File: config.mk
export PLATFORM = sky130hd
export DESIGN_NAME = adv_game_ctrl
export DESIGN_NICKNAME = d
export VERILOG_FILES = /design/src/rtl/adv_pkg.sv /design/src/rtl/adv_dir_decode.sv /design/src/rtl/adv_sword_fsm.sv /design/src/rtl/adv_room_fsm.sv /design/src/rtl/adv_game_ctrl.sv
export SDC_FILE = /design/constraint.sdc
export NUM_CORES = 1
export LEC_CHECK = 0
export BUFFER_PORTS_ARGS = -buffer_cell sky130_fd_sc_hd__buf_2
export CORE_AREA = 5 5 42 44
export CTS_BUF_LIST = sky130_fd_sc_hd__clkbuf_8
export CTS_CLUSTER_SIZE = 8
export DETAILED_ROUTE_END_ITERATION = 16
export DIE_AREA = 0 0 47 49
export SLEW_MARGIN = 10
export SYNTH_ARGS = -nofsm -noshare
export SYNTH_HDL_FRONTEND = slang
export SYNTH_SLANG_ARGS = --single-unit
File: constraint.sdc
create_clock -name clk -period 4.7 [get_ports clk]
set_input_delay 0.47 -clock clk [delete_from_list [all_inputs] [get_ports clk]]
set_output_delay 0.47 -clock clk [all_outputs]
set_load 0.01 [all_outputs]
File: src/rtl/adv_pkg.sv
package adv_pkg;
  localparam int ROOM_N = 7;
  localparam int DIR_N  = 4;

  // room bit positions
  localparam int RM_CAVE   = 0;
  localparam int RM_TUNNEL = 1;
  localparam int RM_RIVER  = 2;
  localparam int RM_STASH  = 3;
  localparam int RM_DEN    = 4;
  localparam int RM_VAULT  = 5;
  localparam int RM_GRAVE  = 6;

  // direction bit positions
  localparam int DR_NORTH = 0;
  localparam int DR_SOUTH = 1;
  localparam int DR_EAST  = 2;
  localparam int DR_WEST  = 3;

  typedef logic [ROOM_N-1:0] room_vec_t;
  typedef logic [DIR_N-1:0]  dir_vec_t;

  function automatic room_vec_t room_bit(input int idx);
    return room_vec_t'(1) << idx;
  endfunction
endpackage

File: src/rtl/adv_dir_decode.sv
module adv_dir_decode
  import adv_pkg::*;
(
  input  dir_vec_t raw,
  output dir_vec_t mv
);
  localparam int CW = $clog2(DIR_N + 1);

  logic [CW-1:0] cnt;

  always_comb begin
    cnt = '0;
    for (int i = 0; i < DIR_N; i++) begin
      cnt = cnt + CW'(raw[i]);
    end
  end

  // only a single strobe counts as a move
  assign mv = (cnt == CW'(1)) ? raw : '0;
endmodule

File: src/rtl/adv_sword_fsm.sv
module adv_sword_fsm (
  input  logic clk,
  input  logic rst,
  input  logic in_stash,
  output logic held
);
  always_ff @(posedge clk) begin
    if (rst) held <= 1'b0;
    else     held <= held | in_stash;
  end

  AST_HELD_STICKY: assert property (@(posedge clk) disable iff (rst)
    held |=> held);
  AST_HELD_CAUSE: assert property (@(posedge clk) disable iff (rst)
    $rose(held) |-> $past(in_stash));
  AST_HELD_RESET: assert property (@(posedge clk)
    rst |=> !held);
endmodule

File: src/rtl/adv_room_fsm.sv
module adv_room_fsm
  import adv_pkg::*;
(
  input  logic      clk,
  input  logic      rst,
  input  dir_vec_t  mv,
  input  logic      held,
  output room_vec_t room
);
  room_vec_t nxt;

  always_comb begin
    nxt = room;
    if (room[RM_CAVE] && mv[DR_EAST])
      nxt = room_bit(RM_TUNNEL);
    else if (room[RM_TUNNEL] && mv[DR_SOUTH])
      nxt = room_bit(RM_RIVER);
    else if (room[RM_RIVER] && mv[DR_WEST])
      nxt = room_bit(RM_STASH);
    else if (room[RM_RIVER] && mv[DR_EAST])
      nxt = room_bit(RM_DEN);
    else if (room[RM_STASH] && mv[DR_EAST])
      nxt = room_bit(RM_RIVER);
    else if (room[RM_DEN])
      nxt = held ? room_bit(RM_VAULT) : room_bit(RM_GRAVE);
  end

  always_ff @(posedge clk) begin
    if (rst) room <= room_bit(RM_CAVE);
    else     room <= nxt;
  end

  AST_ROOM_ONEHOT: assert property (@(posedge clk) disable iff (rst)
    $onehot(room));
  AST_RESET_CAVE: assert property (@(posedge clk)
    rst |=> room == room_bit(RM_CAVE));
  AST_DEN_RESOLVE: assert property (@(posedge clk) disable iff (rst)
    room[RM_DEN] |=> (room[RM_VAULT] || room[RM_GRAVE]));
  AST_DEN_ARMED: assert property (@(posedge clk) disable iff (rst)
    (room[RM_DEN] && held) |=> room[RM_VAULT]);
  AST_END_ABSORB: assert property (@(posedge clk) disable iff (rst)
    (room[RM_VAULT] || room[RM_GRAVE]) |=> $stable(room));
  AST_IDLE_STAY: assert property (@(posedge clk) disable iff (rst)
    (mv == '0 && !room[RM_DEN]) |=> $stable(room));
endmodule

File: src/rtl/adv_game_ctrl.sv
module adv_game_ctrl
  import adv_pkg::*;
(
  input  logic              clk,
  input  logic              rst,
  input  logic              go_north,
  input  logic              go_south,
  input  logic              go_east,
  input  logic              go_west,
  output logic [ROOM_N-1:0] room_onehot,
  output logic              sword_found,
  output logic              sword_held,
  output logic              win,
  output logic              dead
);
  dir_vec_t  raw_dir;
  dir_vec_t  mv;
  room_vec_t room;
  logic      held;

  always_comb begin
    raw_dir           = '0;
    raw_dir[DR_NORTH] = go_north;
    raw_dir[DR_SOUTH] = go_south;
    raw_dir[DR_EAST]  = go_east;
    raw_dir[DR_WEST]  = go_west;
  end

  adv_dir_decode i_dec (.raw(raw_dir), .mv(mv));

  adv_room_fsm i_room (
    .clk(clk), .rst(rst), .mv(mv), .held(held), .room(room)
  );

  adv_sword_fsm i_sword (
    .clk(clk), .rst(rst), .in_stash(room[RM_STASH]), .held(held)
  );

  assign room_onehot = room;
  assign sword_found = room[RM_STASH];
  assign sword_held  = held;
  assign win         = room[RM_VAULT];
  assign dead        = room[RM_GRAVE];

  AST_WIN_NEEDS_SWORD: assert property (@(posedge clk) disable iff (rst)
    win |-> sword_held);
  AST_ENDS_EXCLUSIVE: assert property (@(posedge clk) disable iff (rst)
    !(win && dead));
endmodule

==> impl_results.md <==
* Run status: completed
* Post-Route WL at 983 um
* Element type at the critical path start: input port
* Critical setup path kind: in2reg
* Gr ovfl total at 0
* Placeable Area at 1400 sq um
* Largest family of logic cells by synthesized area: simple AND/OR/NAND/NOR gates
* Via density per instance at 5.08
* Post-Syn Nets at 62
* Reg clk slew, reported paths at 0.04 ns
* Simple-gate area share of the yosys netlist at 24.2%
* Total track usage at 10.2%
* Via count at 432
* Port bufs at 16
* Post-layout util at 40.6%
* Fin worst setup slack at 2.52 ns
* Top cell type's share of synthesized area at 35.6%
* Cell Chain, Critical Path: buf_2, ha_1, inv_1, fa_1, inv_1, ha_1, nor3_2, a31o_2, a211oi_1
* Headroom to the max-slew limit at 75.0%
* Die W at 47 um
* Final setup vio count at 0
* Hold crit path type: in2reg
* Share of cells above drive strength 1 at 31.9%
* Number of global-route vias before repair at 381
* Post-synthesis mux area share at 0%
* Area growth syn-to-layout at 26.4%
* Fin crit share at 46.4%
* Yosys warns at 0
* Cts repair resizes at 0
* Adder-cell share of the synthesized area at 10.0%
* FP Rows at 14
* CTS tree: yes
* Sequential area share after synthesis at 35.6%
* DR pass1 iterations at 4
* Critical-path maximum fanout at 6
* Leakage Power at 0.000265 uW
* Crit end category: flip-flop
* Clock Skew at 0.00236 ns
* Area contributors post-synth: dfxtp_1, a21oi_1, ha_1, buf_4, fa_1
* Worst-margin pin slew at 0.373 ns
* Cells after Synth at 53
* Die ar. at 2300 sq um
* Biggest area consumer among synthesized cells: dfxtp_1
* Critical-path top delay cell: nor3_2
* Post CTS Setup Buffer Count at 0
* Commonest non-fill, non-tap cell in the layout: buf_2
* RD Place Congestion at 0.779
* Power, Total at 193 uW
* Hold Buf Count CTS at 0
* Met2 routed WL at 385 um
* Synth unique cells at 24
* WL met1 at 472 um
* First-pass GRT wire length at 1680 um
* Avg Cell Area, Syn at 8.50 sq um
* Fmax at 458 MHz
* Compound-Gate Fraction of Synth Area at 21.9%
* CTS Root Cell: clkbuf_8
* Initial antenna violation count at 0
* Residual DRC at 0
* CTS Buf Count at 3
* Detailed Place HPWL at 756 um
* WL met3 at 101 um
* Ports at 17
* CP required at 4.79 ns
* Initial DRC Count at 3
* Die height at 49 um
* Largest net degree at the start of global routing at 9
* Max H-tree Level at 1
* Worst VDD drop at 0.228 mV
* Initial Utilization at 32.1%
* Mapped Area at 450 sq um
* Max cap viols at 0
* Post-route minimum period at 2.18 ns
* Synth Area in XOR/XNOR at 0%
* ANT nets after route at 0
* Fin Setup TNS at 0 ns
* Pre-CTS setup slack at 2.26 ns
* Nets at 80
* RSZ-0062 raised after global routing: false
* Top routing layer used: met4
* CTS Buffer Depth at 2
* Number of synthesized register bits at 8
* DR WL/cell at 11.6 um
* PwrDens at 339 nW/um^2
* Worst EP arrival at 2.28 ns
* Final hold vios at 0
* Most frequent cells in the layout: buf_2, dfxtp_1, a21oi_1
* Ant diodes at 0
* Max stage delay on crit path at 0.37 ns
* Clk Latency, worst-skew pair at 0.23 ns
* Slew Viols, Final at 0
* Clk sinks at 8
-- cells by family after synthesis --
group,Yosys count
DFF,8
buffers and inverters,7
and+or+nand+nor,19
adders and majority gates,3
AOI/OAI and AO/OA,16
-- sequential cells by signal, summed over array words and instances, names as in the netlist --
register      flops
i_room.room       7
i_sword.held      1
-- through the flow --
step | instance area [sq um] | cells | hold slack, ns
3_3_place_gp | 528 | 82 | 0.477
4_1_cts | 569 | 85 | 0.438
3_5_place_dp | 528 | 82 | 0.475
5_1_grt | 569 | 85 | 0.458
2_1_floorplan | 450 | 53 | 0.499
6_report | 569 | 85 | 0.441
-- metal layers --
layer  vias to the layer above  global-route usage, %
met2                        20                   13.3
met1                       192                   13.3
li1                        218                      -
met5                         -                      0
met4                         0                   5.53
met3                         2                   4.80
-- power breakdown --
part | switching, uW | internal (uW)
Combinational | 20.6 | 15.7
Clock | 26.6 | 55.4
Sequential | 3.13 | 71.5
Total | 50.3 | 143
-- synthesized netlist by cell type (all sizes together) --
| library cell | n |
|---|---|
| dfxtp | 8 |
| a21oi | 5 |
| inv | 4 |
| nand2 | 4 |
| o21ai | 4 |
| buf | 3 |
| nor2 | 3 |
| nor2b | 3 |
| ha | 2 |
| nand2b | 2 |
| nand3 | 2 |
| a211oi | 1 |
| a21o | 1 |
| a221oi | 1 |
| a31o | 1 |
| a31oi | 1 |
| fa | 1 |
| nand3b | 1 |
| nand4 | 1 |
| nor3 | 1 |
| nor4 | 1 |
| o211ai | 1 |
| o21bai | 1 |
| or3 | 1 |
-- worst max-delay path, delay by kind of cell --
kind / cells / cell delay [ns]
compound gates: 2 / 0.33
fa+ha+maj: 3 / 0.87
buf+inv: 3 / 0.23
simple gates: 1 / 0.37
-- worst paths after layout --
check | slack, ns | depth (start not counted) | endpoint | start
min | 0.44 | 2 | i_room.room[1] | rst
max | 2.52 | 9 | i_room.room[6] | go_south
max reg2reg | 3.70 | 3 | i_room.room[5] | i_room.room[3]
min reg2reg | 0.48 | 2 | i_sword.held | i_sword.held
-- final cells by class --
type / count / area (sq um)
clock buffer: 3 / 41.3
fill: 154 / 832
inverter: 4 / 15.0
multi-input combinational: 38 / 253
sequential: 8 / 160
tap: 16 / 20.0
timing repair buffer: 16 / 80.1
(Power assumes the default switching activity.)
